### config.mk
export PLATFORM = sky130hd
export DESIGN_NAME = stride_prefetcher
export DESIGN_NICKNAME = d
export VERILOG_FILES = /design/src/rtl/pf_pkg.sv /design/src/rtl/pf_stride_table.sv /design/src/rtl/pf_buffer.sv /design/src/rtl/stride_prefetcher.sv
export SDC_FILE = /design/constraint.sdc
export NUM_CORES = 2
export LEC_CHECK = 0
export ABC_AREA = 1
export BUFFER_PORTS_ARGS = -buffer_cell sky130_fd_sc_hd__clkbuf_2
export CAP_MARGIN = 15
export CELL_PAD_IN_SITES_DETAIL_PLACEMENT = 1
export CELL_PAD_IN_SITES_GLOBAL_PLACEMENT = 1
export CORE_MARGIN = 3
export CORE_UTILIZATION = 45
export DETAILED_ROUTE_END_ITERATION = 16
export HOLD_SLACK_MARGIN = 0.03
export PLACE_DENSITY_LB_ADDON = 0.1
export SETUP_SLACK_MARGIN = 0.05
export SLEW_MARGIN = 20
export SYNTH_ARGS = -nofsm -noshare
export SYNTH_HDL_FRONTEND = slang
export SYNTH_SLANG_ARGS = --single-unit
### constraint.sdc
create_clock -name clk_i -period 13.1 [get_ports clk_i]
set_clock_uncertainty 0.15 [all_clocks]
set_input_delay 1.965 -clock clk_i [delete_from_list [all_inputs] [get_ports clk_i]]
set_output_delay 1.965 -clock clk_i [all_outputs]
set_load 0.01 [all_outputs]
### src/rtl/pf_pkg.sv
package pf_pkg;
  localparam int CONF_W = 2;
  typedef logic [CONF_W-1:0] conf_t;
  localparam conf_t CONF_MAX  = conf_t'(3);
  localparam conf_t CONF_FIRE = conf_t'(2);

  function automatic conf_t conf_up(conf_t c);
    return (c == CONF_MAX) ? c : c + conf_t'(1);
  endfunction
endpackage

### src/rtl/pf_stride_table.sv
module pf_stride_table import pf_pkg::*; #(
  parameter int PC_W   = 16,
  parameter int ADDR_W = 32,
  parameter int IDX_W  = 4,
  parameter int DIST   = 4
) (
  input  logic              clk_i,
  input  logic              rst_ni,
  input  logic              obs_valid_i,
  input  logic [PC_W-1:0]   obs_pc_i,
  input  logic [ADDR_W-1:0] obs_addr_i,
  output logic              cand_valid_o,
  output logic [ADDR_W-1:0] cand_addr_o
);
  localparam int TAG_W   = PC_W - IDX_W;
  localparam int ENTRIES = 1 << IDX_W;

  logic [ENTRIES-1:0] vld_q;
  logic [TAG_W-1:0]   tag_q    [ENTRIES];
  logic [ADDR_W-1:0]  last_q   [ENTRIES];
  logic [ADDR_W-1:0]  stride_q [ENTRIES];
  conf_t              conf_q   [ENTRIES];

  logic [IDX_W-1:0]  idx;
  logic [TAG_W-1:0]  tag;
  logic              hit, same;
  logic [ADDR_W-1:0] delta, n_stride;
  conf_t             n_conf;

  assign idx   = obs_pc_i[IDX_W-1:0];
  assign tag   = obs_pc_i[PC_W-1:IDX_W];
  assign hit   = vld_q[idx] && (tag_q[idx] == tag);
  assign delta = obs_addr_i - last_q[idx];
  assign same  = hit && (delta == stride_q[idx]);

  always_comb begin
    n_conf   = '0;
    n_stride = '0;
    if (hit) begin
      if (same) begin
        n_conf   = conf_up(conf_q[idx]);
        n_stride = stride_q[idx];
      end else if (conf_q[idx] == '0) begin
        n_stride = delta;           // retrain on the new delta
      end else begin
        n_conf   = conf_q[idx] - conf_t'(1);
        n_stride = stride_q[idx];
      end
    end
  end

  assign cand_valid_o = obs_valid_i && same && (delta != '0) && (n_conf >= CONF_FIRE);
  assign cand_addr_o  = obs_addr_i + ADDR_W'(DIST) * delta;

  always_ff @(posedge clk_i or negedge rst_ni) begin
    if (!rst_ni) begin
      vld_q <= '0;
      for (int i = 0; i < ENTRIES; i++) conf_q[i] <= '0;
    end else if (obs_valid_i) begin
      vld_q[idx]  <= 1'b1;
      conf_q[idx] <= n_conf;
    end
  end

  always_ff @(posedge clk_i) begin
    if (obs_valid_i) begin
      tag_q[idx]    <= tag;
      last_q[idx]   <= obs_addr_i;
      stride_q[idx] <= n_stride;
    end
  end
endmodule

### src/rtl/pf_buffer.sv
module pf_buffer #(
  parameter int ADDR_W = 32,
  parameter int DATA_W = 32,
  parameter int DEPTH  = 4
) (
  input  logic              clk_i,
  input  logic              rst_ni,
  input  logic              fill_valid_i,
  input  logic [ADDR_W-1:0] fill_addr_i,
  input  logic [DATA_W-1:0] fill_data_i,
  input  logic              lk_valid_i,
  input  logic [ADDR_W-1:0] lk_addr_i,
  output logic              lk_hit_o,
  output logic [DATA_W-1:0] lk_data_o,
  input  logic [ADDR_W-1:0] probe_addr_i,
  output logic              probe_hit_o
);
  localparam int PTR_W = (DEPTH > 1) ? $clog2(DEPTH) : 1;
  localparam logic [PTR_W-1:0] LAST = PTR_W'(DEPTH - 1);

  logic [DEPTH-1:0]  vld_q;
  logic [ADDR_W-1:0] addr_q [DEPTH];
  logic [DATA_W-1:0] data_q [DEPTH];
  logic [PTR_W-1:0]  wptr_q;

  logic [DEPTH-1:0] lk_m, fill_m, probe_m;
  logic [PTR_W-1:0] lk_sel, fill_sel;
  logic             fill_hit;

  for (genvar g = 0; g < DEPTH; g++) begin : g_cmp
    assign lk_m[g]    = vld_q[g] && (addr_q[g] == lk_addr_i);
    assign fill_m[g]  = vld_q[g] && (addr_q[g] == fill_addr_i);
    assign probe_m[g] = vld_q[g] && (addr_q[g] == probe_addr_i);
  end

  always_comb begin
    lk_sel   = '0;
    fill_sel = '0;
    for (int i = DEPTH - 1; i >= 0; i--) begin
      if (lk_m[i])   lk_sel   = PTR_W'(i);
      if (fill_m[i]) fill_sel = PTR_W'(i);
    end
  end

  assign fill_hit    = |fill_m;
  assign lk_hit_o    = lk_valid_i && (|lk_m);
  assign lk_data_o   = data_q[lk_sel];
  assign probe_hit_o = |probe_m;

  always_ff @(posedge clk_i or negedge rst_ni) begin
    if (!rst_ni) begin
      vld_q  <= '0;
      wptr_q <= '0;
    end else begin
      if (lk_hit_o) vld_q[lk_sel] <= 1'b0;
      // fill comes after the consume so a same-cycle fill stays resident
      if (fill_valid_i) begin
        if (fill_hit) begin
          vld_q[fill_sel] <= 1'b1;
        end else begin
          vld_q[wptr_q] <= 1'b1;
          wptr_q        <= (wptr_q == LAST) ? '0 : wptr_q + PTR_W'(1);
        end
      end
    end
  end

  always_ff @(posedge clk_i) begin
    if (fill_valid_i) begin
      if (fill_hit) begin
        data_q[fill_sel] <= fill_data_i;
      end else begin
        addr_q[wptr_q] <= fill_addr_i;
        data_q[wptr_q] <= fill_data_i;
      end
    end
  end
endmodule

### src/rtl/stride_prefetcher.sv
module stride_prefetcher #(
  parameter int PC_W      = 16,
  parameter int ADDR_W    = 32,
  parameter int DATA_W    = 32,
  parameter int IDX_W     = 4,
  parameter int DIST      = 4,
  parameter int BUF_DEPTH = 4
) (
  input  logic              clk_i,
  input  logic              rst_ni,
  input  logic              obs_valid_i,
  input  logic [PC_W-1:0]   obs_pc_i,
  input  logic [ADDR_W-1:0] obs_addr_i,
  output logic              req_valid_o,
  output logic [ADDR_W-1:0] req_addr_o,
  input  logic              req_ready_i,
  input  logic              fill_valid_i,
  input  logic [ADDR_W-1:0] fill_addr_i,
  input  logic [DATA_W-1:0] fill_data_i,
  input  logic              lk_valid_i,
  input  logic [ADDR_W-1:0] lk_addr_i,
  output logic              lk_hit_o,
  output logic [DATA_W-1:0] lk_data_o
);
  logic              cand_valid;
  logic [ADDR_W-1:0] cand_addr;
  logic              in_buf, dup, slot_free, load;
  logic              req_valid_q;
  logic [ADDR_W-1:0] req_addr_q;

  pf_stride_table #(
    .PC_W(PC_W), .ADDR_W(ADDR_W), .IDX_W(IDX_W), .DIST(DIST)
  ) u_table (
    .clk_i        (clk_i),
    .rst_ni       (rst_ni),
    .obs_valid_i  (obs_valid_i),
    .obs_pc_i     (obs_pc_i),
    .obs_addr_i   (obs_addr_i),
    .cand_valid_o (cand_valid),
    .cand_addr_o  (cand_addr)
  );

  pf_buffer #(
    .ADDR_W(ADDR_W), .DATA_W(DATA_W), .DEPTH(BUF_DEPTH)
  ) u_buf (
    .clk_i        (clk_i),
    .rst_ni       (rst_ni),
    .fill_valid_i (fill_valid_i),
    .fill_addr_i  (fill_addr_i),
    .fill_data_i  (fill_data_i),
    .lk_valid_i   (lk_valid_i),
    .lk_addr_i    (lk_addr_i),
    .lk_hit_o     (lk_hit_o),
    .lk_data_o    (lk_data_o),
    .probe_addr_i (cand_addr),
    .probe_hit_o  (in_buf)
  );

  assign dup       = in_buf || (req_valid_q && (req_addr_q == cand_addr));
  assign slot_free = !req_valid_q || req_ready_i;
  assign load      = cand_valid && !dup && slot_free;

  always_ff @(posedge clk_i or negedge rst_ni) begin
    if (!rst_ni) begin
      req_valid_q <= 1'b0;
      req_addr_q  <= '0;
    end else if (load) begin
      req_valid_q <= 1'b1;
      req_addr_q  <= cand_addr;
    end else if (req_ready_i) begin
      req_valid_q <= 1'b0;
    end
  end

  assign req_valid_o = req_valid_q;
  assign req_addr_o  = req_addr_q;
endmodule

* Word-level counts from Yosys, hierarchy flattened
Memory sizes are Yosys's and may differ from the RTL's.
Cells that the tools add are included.
** Storage, ports and cells
- Memories kept :: 5
- Output and inout bits :: 66
- Word-level logic and storage cells :: 152
- Bits in writable memories :: 1472
- Input port bits :: 150
- Register bits :: 87
** Cells by class
- Add/sub/neg operators :: 5
- Mux-type cells :: 48
- Bitwise logic cells :: 7
- Eq/ne operators :: 17
- Magnitude comparators :: 11
- Reductions and logical operators :: 38
** Memories
- u_table.last_q :: depth 16, width 32, rd ports 1, clocked after memory_dff 0, write ports 1, RTL line pf_stride_table.sv:20 : logic [ADDR_W-1:0] last_q [ENTRIES];
- u_table.stride_q :: depth 16, width 32, rd ports 1, clocked after memory_dff 0, write ports 1, RTL line pf_stride_table.sv:21 : logic [ADDR_W-1:0] stride_q [ENTRIES];
- u_table.tag_q :: depth 16, width 12, rd ports 1, clocked after memory_dff 0, write ports 1, RTL line pf_stride_table.sv:19 : logic [TAG_W-1:0] tag_q [ENTRIES];
- u_buf.addr_q :: depth 4, width 32, rd ports 4, clocked after memory_dff 0, write ports 1, RTL line pf_buffer.sv:22 : logic [ADDR_W-1:0] addr_q [DEPTH];
- u_buf.data_q :: depth 4, width 32, rd ports 1, clocked after memory_dff 0, write ports 1, RTL line pf_buffer.sv:23 : logic [DATA_W-1:0] data_q [DEPTH];
** Operators with widths (number)
- $eq 32x32->1 :: 14
- $mux 32 :: 4
- $mux 2 :: 17
- $add 32x32->32 :: 1
- $bwmux 32 :: 1
- $reduce_bool 32->1 :: 1
- $reduce_or 32->1 :: 1
- $sub 32x32->32 :: 1
- $logic_and 1x1->1 :: 26
- $mux 1 :: 16
- $or 16x16->16 :: 1
- $eq 12x12->1 :: 1
- $mux 4 :: 3
- $reduce_or 4->1 :: 3
- $lt 2x3->1 const B :: 3
- $bmux 2 s4 :: 1
- $demux 2 s4 :: 1
- $or 4x4->4 :: 2
- $demux 1 s2 :: 3
- $ge 2x1->1 const B :: 3
- $ge 5x5->1 const B :: 1
- $lt 4x5->1 const B :: 1
- $lt 5x1->1 const B :: 1
- $not 4->5 :: 1
- other kinds (15) :: 19

* Longest topological paths before layout
- Depth in word-level cells :: 16
- Mapped depth :: 49
- Mapped depth without buffers :: 43

* Hierarchy
A second synthesis with hierarchy kept.
** Unflattened totals
- Cell total of the unflattened synthesis :: 7007
- Area total of the unflattened synthesis :: 71720.0 um^2
** By module, submodules not included
- pf_stride_table :: sequential area each 37716.2 um^2, area an instance 54126.9 um^2, cells each 4787, times used 1
- pf_buffer :: sequential area each 7837.5 um^2, area an instance 15640.0 um^2, cells each 1940, times used 1
- stride_prefetcher :: sequential area each 825.8 um^2, area an instance 1953.1 um^2, cells each 280, times used 1

* Least setup slack after synthesis
No wires, ideal clock.
- Path kind :: input to register
- From :: input obs_pc_i[1]
- To :: register req_addr_q[18] (netlist: req_addr_o[18])
- Cell stages on the path :: 40
- Path buffers :: 6
- Setup time :: 119 ps
- Data required time :: 12831 ps
- Slack :: 5437 ps
- Arrival time :: 7394 ps
- Path through :: buf_6 > inv_2 > nor2_1 > buf_2 > buf_4 > clkbuf_1 > clkbuf_1 > a22oi_1 > a21oi_1 > or4_1 > ha_1 > fa_1 > nand3b_1 > nand2_1 > nand2_1 > nand2_1 > nand2_1 > nand2_1 > [... 4 more ...] > nand2_1 > nand2_1 > nand2_1 > nand2_1 > a21oi_1 > nand3_1 > a21oi_1 > nand3_1 > nand2_1 > xor2_1 > nor2_1 > nand2_1 > nor2_1 > nor2_1 > nand4_4 > buf_6 > nand2_1 > nand2_1
** Between the ends
- Word-level cells in the longest chain between the ends :: 12
- Elaborated cells between the ends (all ways) :: 43
- Those cells by class :: add/sub (4); order compare (1); eq/ne (8); mux (9); bitwise (1); reduce/logical (17); memory (3)
** RTL lines
- start: declaration :: RTL line stride_prefetcher.sv:12 : input logic [PC_W-1:0] obs_pc_i,
- parallel branches: the longest is 12 deep, another holds $mem_v2 16x32
- end signal: assignment :: RTL line stride_prefetcher.sv:69 : req_addr_q <= cand_addr;
- end: declaration :: RTL line stride_prefetcher.sv:29 : logic [ADDR_W-1:0] req_addr_q;
Parallel ways; which one is timed is not known. The select of a mux whose other input is x is not followed.
A chain may end at the register's enable or synchronous reset.

* Worst setup path after layout
- From :: input obs_pc_i[1]
- To :: register req_addr_q[4] (netlist: req_addr_o[4])
Same word-level chain as after synthesis.

==> out/results.txt <==
Crit-path most repeated cell = nand2_1
Longest Clk Path Bufs = 3
Clk pwr share = 35.2%
Die W = 404 µm
Fmax = 0.0981 GHz
Adder-Cell Fraction of Synth Area = 1.25%
Grt ovf = 0
Period Utilization, post-route = 77.8%
Hold-fix buffer count after cts = 0
Unrepaired setup endpoints after global routing = no
Synthesized cell area = 71300 µm²
Post-DR vias/cell = 6.08
Initial Util = 45.5%
Fin nets = 7216
Site Rows = 145
CP Capture Type = flop
Internal power = 8.79 mW
Most frequent cells in the layout = nand2_1 (1709), edfxtp_1 (1472), inv_1 (623)
HP Class = flop to flop
Worst path depth = 33
Worst hold stages = 2
Max IR drop VDD = 0.000145 V
Avg Cell Area, Syn = 10.6 µm²
CTS sink count = 1559
First-pass GRT wire length = 408000 µm
Pin count of the biggest net entering global routing = 94
Fill count = 16900
Pins over their slew limit = 0
RePlAce Congestion = 0.995
Final routed DRC violation total = 0
Number of flops mapped to enable cells by yosys = 1472
Post-Syn Nets = 6970
Detail Route Antenna Nets = 0
# IOs = 216
Final min period = 10.19 ns
Actual slew at the worst max-slew pin = 1.19 ns
Comb power frac = 19.5%
Endpoints failing hold = 0
GRT Total Usage = 34.8%
Initial antenna violation count = 10
Final wirelength = 289000 µm
Buffer type at the clock tree root = clkbuf_16
Commonest non-fill, non-tap cell in the layout = nand2_1
Vias in the first global route = 56300
DRT Pass-1 Iters = 8
Worst path bufs/invs = 6
Worst r2r path cells = 32
Synth Area in XOR/XNOR = 1.75%
Slowest CP cell = nor4_1
DIE HEIGHT = 404 µm
Post-Place Cells = 8885
WP data arrival = 10.74 ns
Die area = 163000 µm²
Synthesized instance count = 6750
Synth Area in Simple Gates = 17.1%
Post-route insts no fill = 9189
CTS resizes = 0
Sw frac = 31.6%
Clock-pin slew on the worst setup and hold paths = 0.06 ns
I/O Buffers = 215
Detailed Place HPWL = 196000 µm
Sequential share of the synthesized area = 65.0%
Area growth, synth to finish = 12.7%
Power Density = 160 nW/µm²
Mux contribution to synthesized area = 0%
Post-CTS setup repair buffer count = 0
Critical path required time = 13.65 ns
Synth Area in Compound Gates = 9.96%
Max stage delay on crit path = 0.91 ns
Reg power frac = 45.3%
Headroom to the max-slew limit = 21.0%
Wire per inst = 31.5 µm
Core Footprint = 157000 µm²
Critical Path Start Type = primary input
Synth Flop Type = edfxtp_1
Clock Latency Late Sink = 0.82 ns
Layout cells sized above 1 = 9.06%
Post-layout util = 51.2%
Crit-path max FO = 48
H-tree depth = 4
CTS tree = built
Cell family with most CP delay = simple AND/OR/NAND/NOR gates
Largest family of logic cells by synthesized area = simple AND/OR/NAND/NOR gates
Vias = 55900
CTS Buf Count = 165
Max-Cap Viols = 0
Synthesis warning total = 0
Outcome = finished, final reports clean
P_sw = 4.06 mW
Crit path kind = primary input to flop
Final TNS setup = 0 ns
Final setup vio count = 0
Leak = 31.4 nW
First DRT Iteration DRCs = 6625
Yosys cell types = 55
FF+latch count, synth = 1559
Async S/R FF share, synth = 5.58%
[cells in the mapped netlist, drive strengths merged, types with 21 or more instances]
| master | instances | area share (%) |
|---|---|---|
| clkbuf | 125 | 0.66 |
| xor2 | 97 | 1.2 |
| o22ai | 167 | 1.5 |
| nand4 | 126 | 1.1 |
| ha | 68 | 1.2 |
| a22oi | 264 | 2.8 |
| o21bai | 21 | 0.22 |
| nor4 | 76 | 0.67 |
| dfrtp | 87 | 3.1 |
| xnor2 | 43 | 0.53 |
| o2111ai | 28 | 0.34 |
| nor3 | 88 | 0.62 |
| buf | 123 | 0.95 |
| inv | 635 | 3.3 |
| nor2 | 610 | 3.2 |
| nand2 | 1716 | 9.0 |
| nand3 | 241 | 1.7 |
| o21ai | 321 | 2.3 |
| edfxtp | 1472 | 62 |
| nand3b | 21 | 0.22 |
| a21oi | 289 | 2.0 |
| or2 | 25 | 0.22 |
| o31ai | 38 | 0.40 |
[final cells by class]
cell class	instances	area (µm²)	area share, %
clock buffers	226	4490	5.58
well taps	2058	2570	3.20
multi-input cells	4306	21700	27.0
inverters	637	2400	2.99
clock inverters	73	701	0.872
diodes	3	7.51	0.00934
repair buffers	327	2110	2.62
flip-flops and latches	1559	46400	57.7
[power by group through the flow]
stage	clock network [mW]	registers, mW	logic (mW)
5_1_grt	4.77	5.83	2.71
4_1_cts	4.58	5.81	2.47
6_report	4.52	5.82	2.51
3_3_place_gp	0	5.91	2.41
3_5_place_dp	0	5.91	2.45
2_1_floorplan	0	5.84	1.42
[per-stage QoR]
stage / setup WS (ns) / total power [mW] / hold WS, ns / area (µm²)
after floorplan: 5.44 / 7.26 / 0.274 / 71300
after global placement: 2.18 / 8.32 / 0.289 / 75000
after detailed placement: 2.18 / 8.37 / 0.299 / 75100
after CTS: 3.02 / 12.9 / 0.313 / 80300
after global routing: 2.17 / 13.3 / 0.330 / 80400
final: 2.91 / 12.9 / 0.312 / 80400
[flip-flops by register name, summed over array words and instances (netlist names)]
signal / cells
u_table.last_q: 512
u_table.stride_q: 512
u_table.tag_q: 192
u_buf.addr_q: 128
u_buf.data_q: 128
req_addr_o: 32
u_table.conf_q: 32
u_table.vld_q: 16
u_buf.vld_q: 4
u_buf.wptr_q: 2
req_valid_o: 1
[worst register-to-register path, delay by kind of cell (launching register included)]
family                   cells  cell delay (ns)
AO/OA/AOI/OAI                2             0.38
adder cells (fa/ha/maj)      3             1.15
buffers and inverters        2             0.15
flip-flops                   1             0.40
AND/OR/NAND/NOR             25             5.33
[path summary, 6_finish.rpt]
| kind | slack [ns] | endpoint | start |
|---|---|---|---|
| worst max-delay path | 2.91 | req_addr_o[4] | obs_pc_i[1] |
| worst min-delay path | 0.31 | u_table.vld_q[0] | u_table.vld_q[0] |
| worst max register to register | 5.44 | req_addr_o[4] | u_table.last_q[15][0] |
| worst min register to register | 0.31 | u_table.vld_q[0] | u_table.vld_q[0] |
| max in group asynchronous | 10.41 | req_addr_o[24] | rst_ni |
| min in group asynchronous | 1.05 | u_table.vld_q[4] | rst_ni |
[cells by family after synthesis]
group | count (synthesis)
and+or+nand+nor | 2929
AOI/OAI and AO/OA | 1166
xor gates and xnor gates | 141
DFF | 1559
adders and majority gates | 70
buffers and inverters | 885
[routing by layer]
layer / global-route usage [%] / share of wire (%) / vias to the layer above
met5: 0 / 0.020 / -
met4: 12.3 / 3.9 / 8
met3: 5.01 / 7.5 / 501
met2: 55.5 / 46 / 2452
met1: 48.7 / 42 / 28700
li1: - / - / 24200
Power figures use the tool's default switching activity.
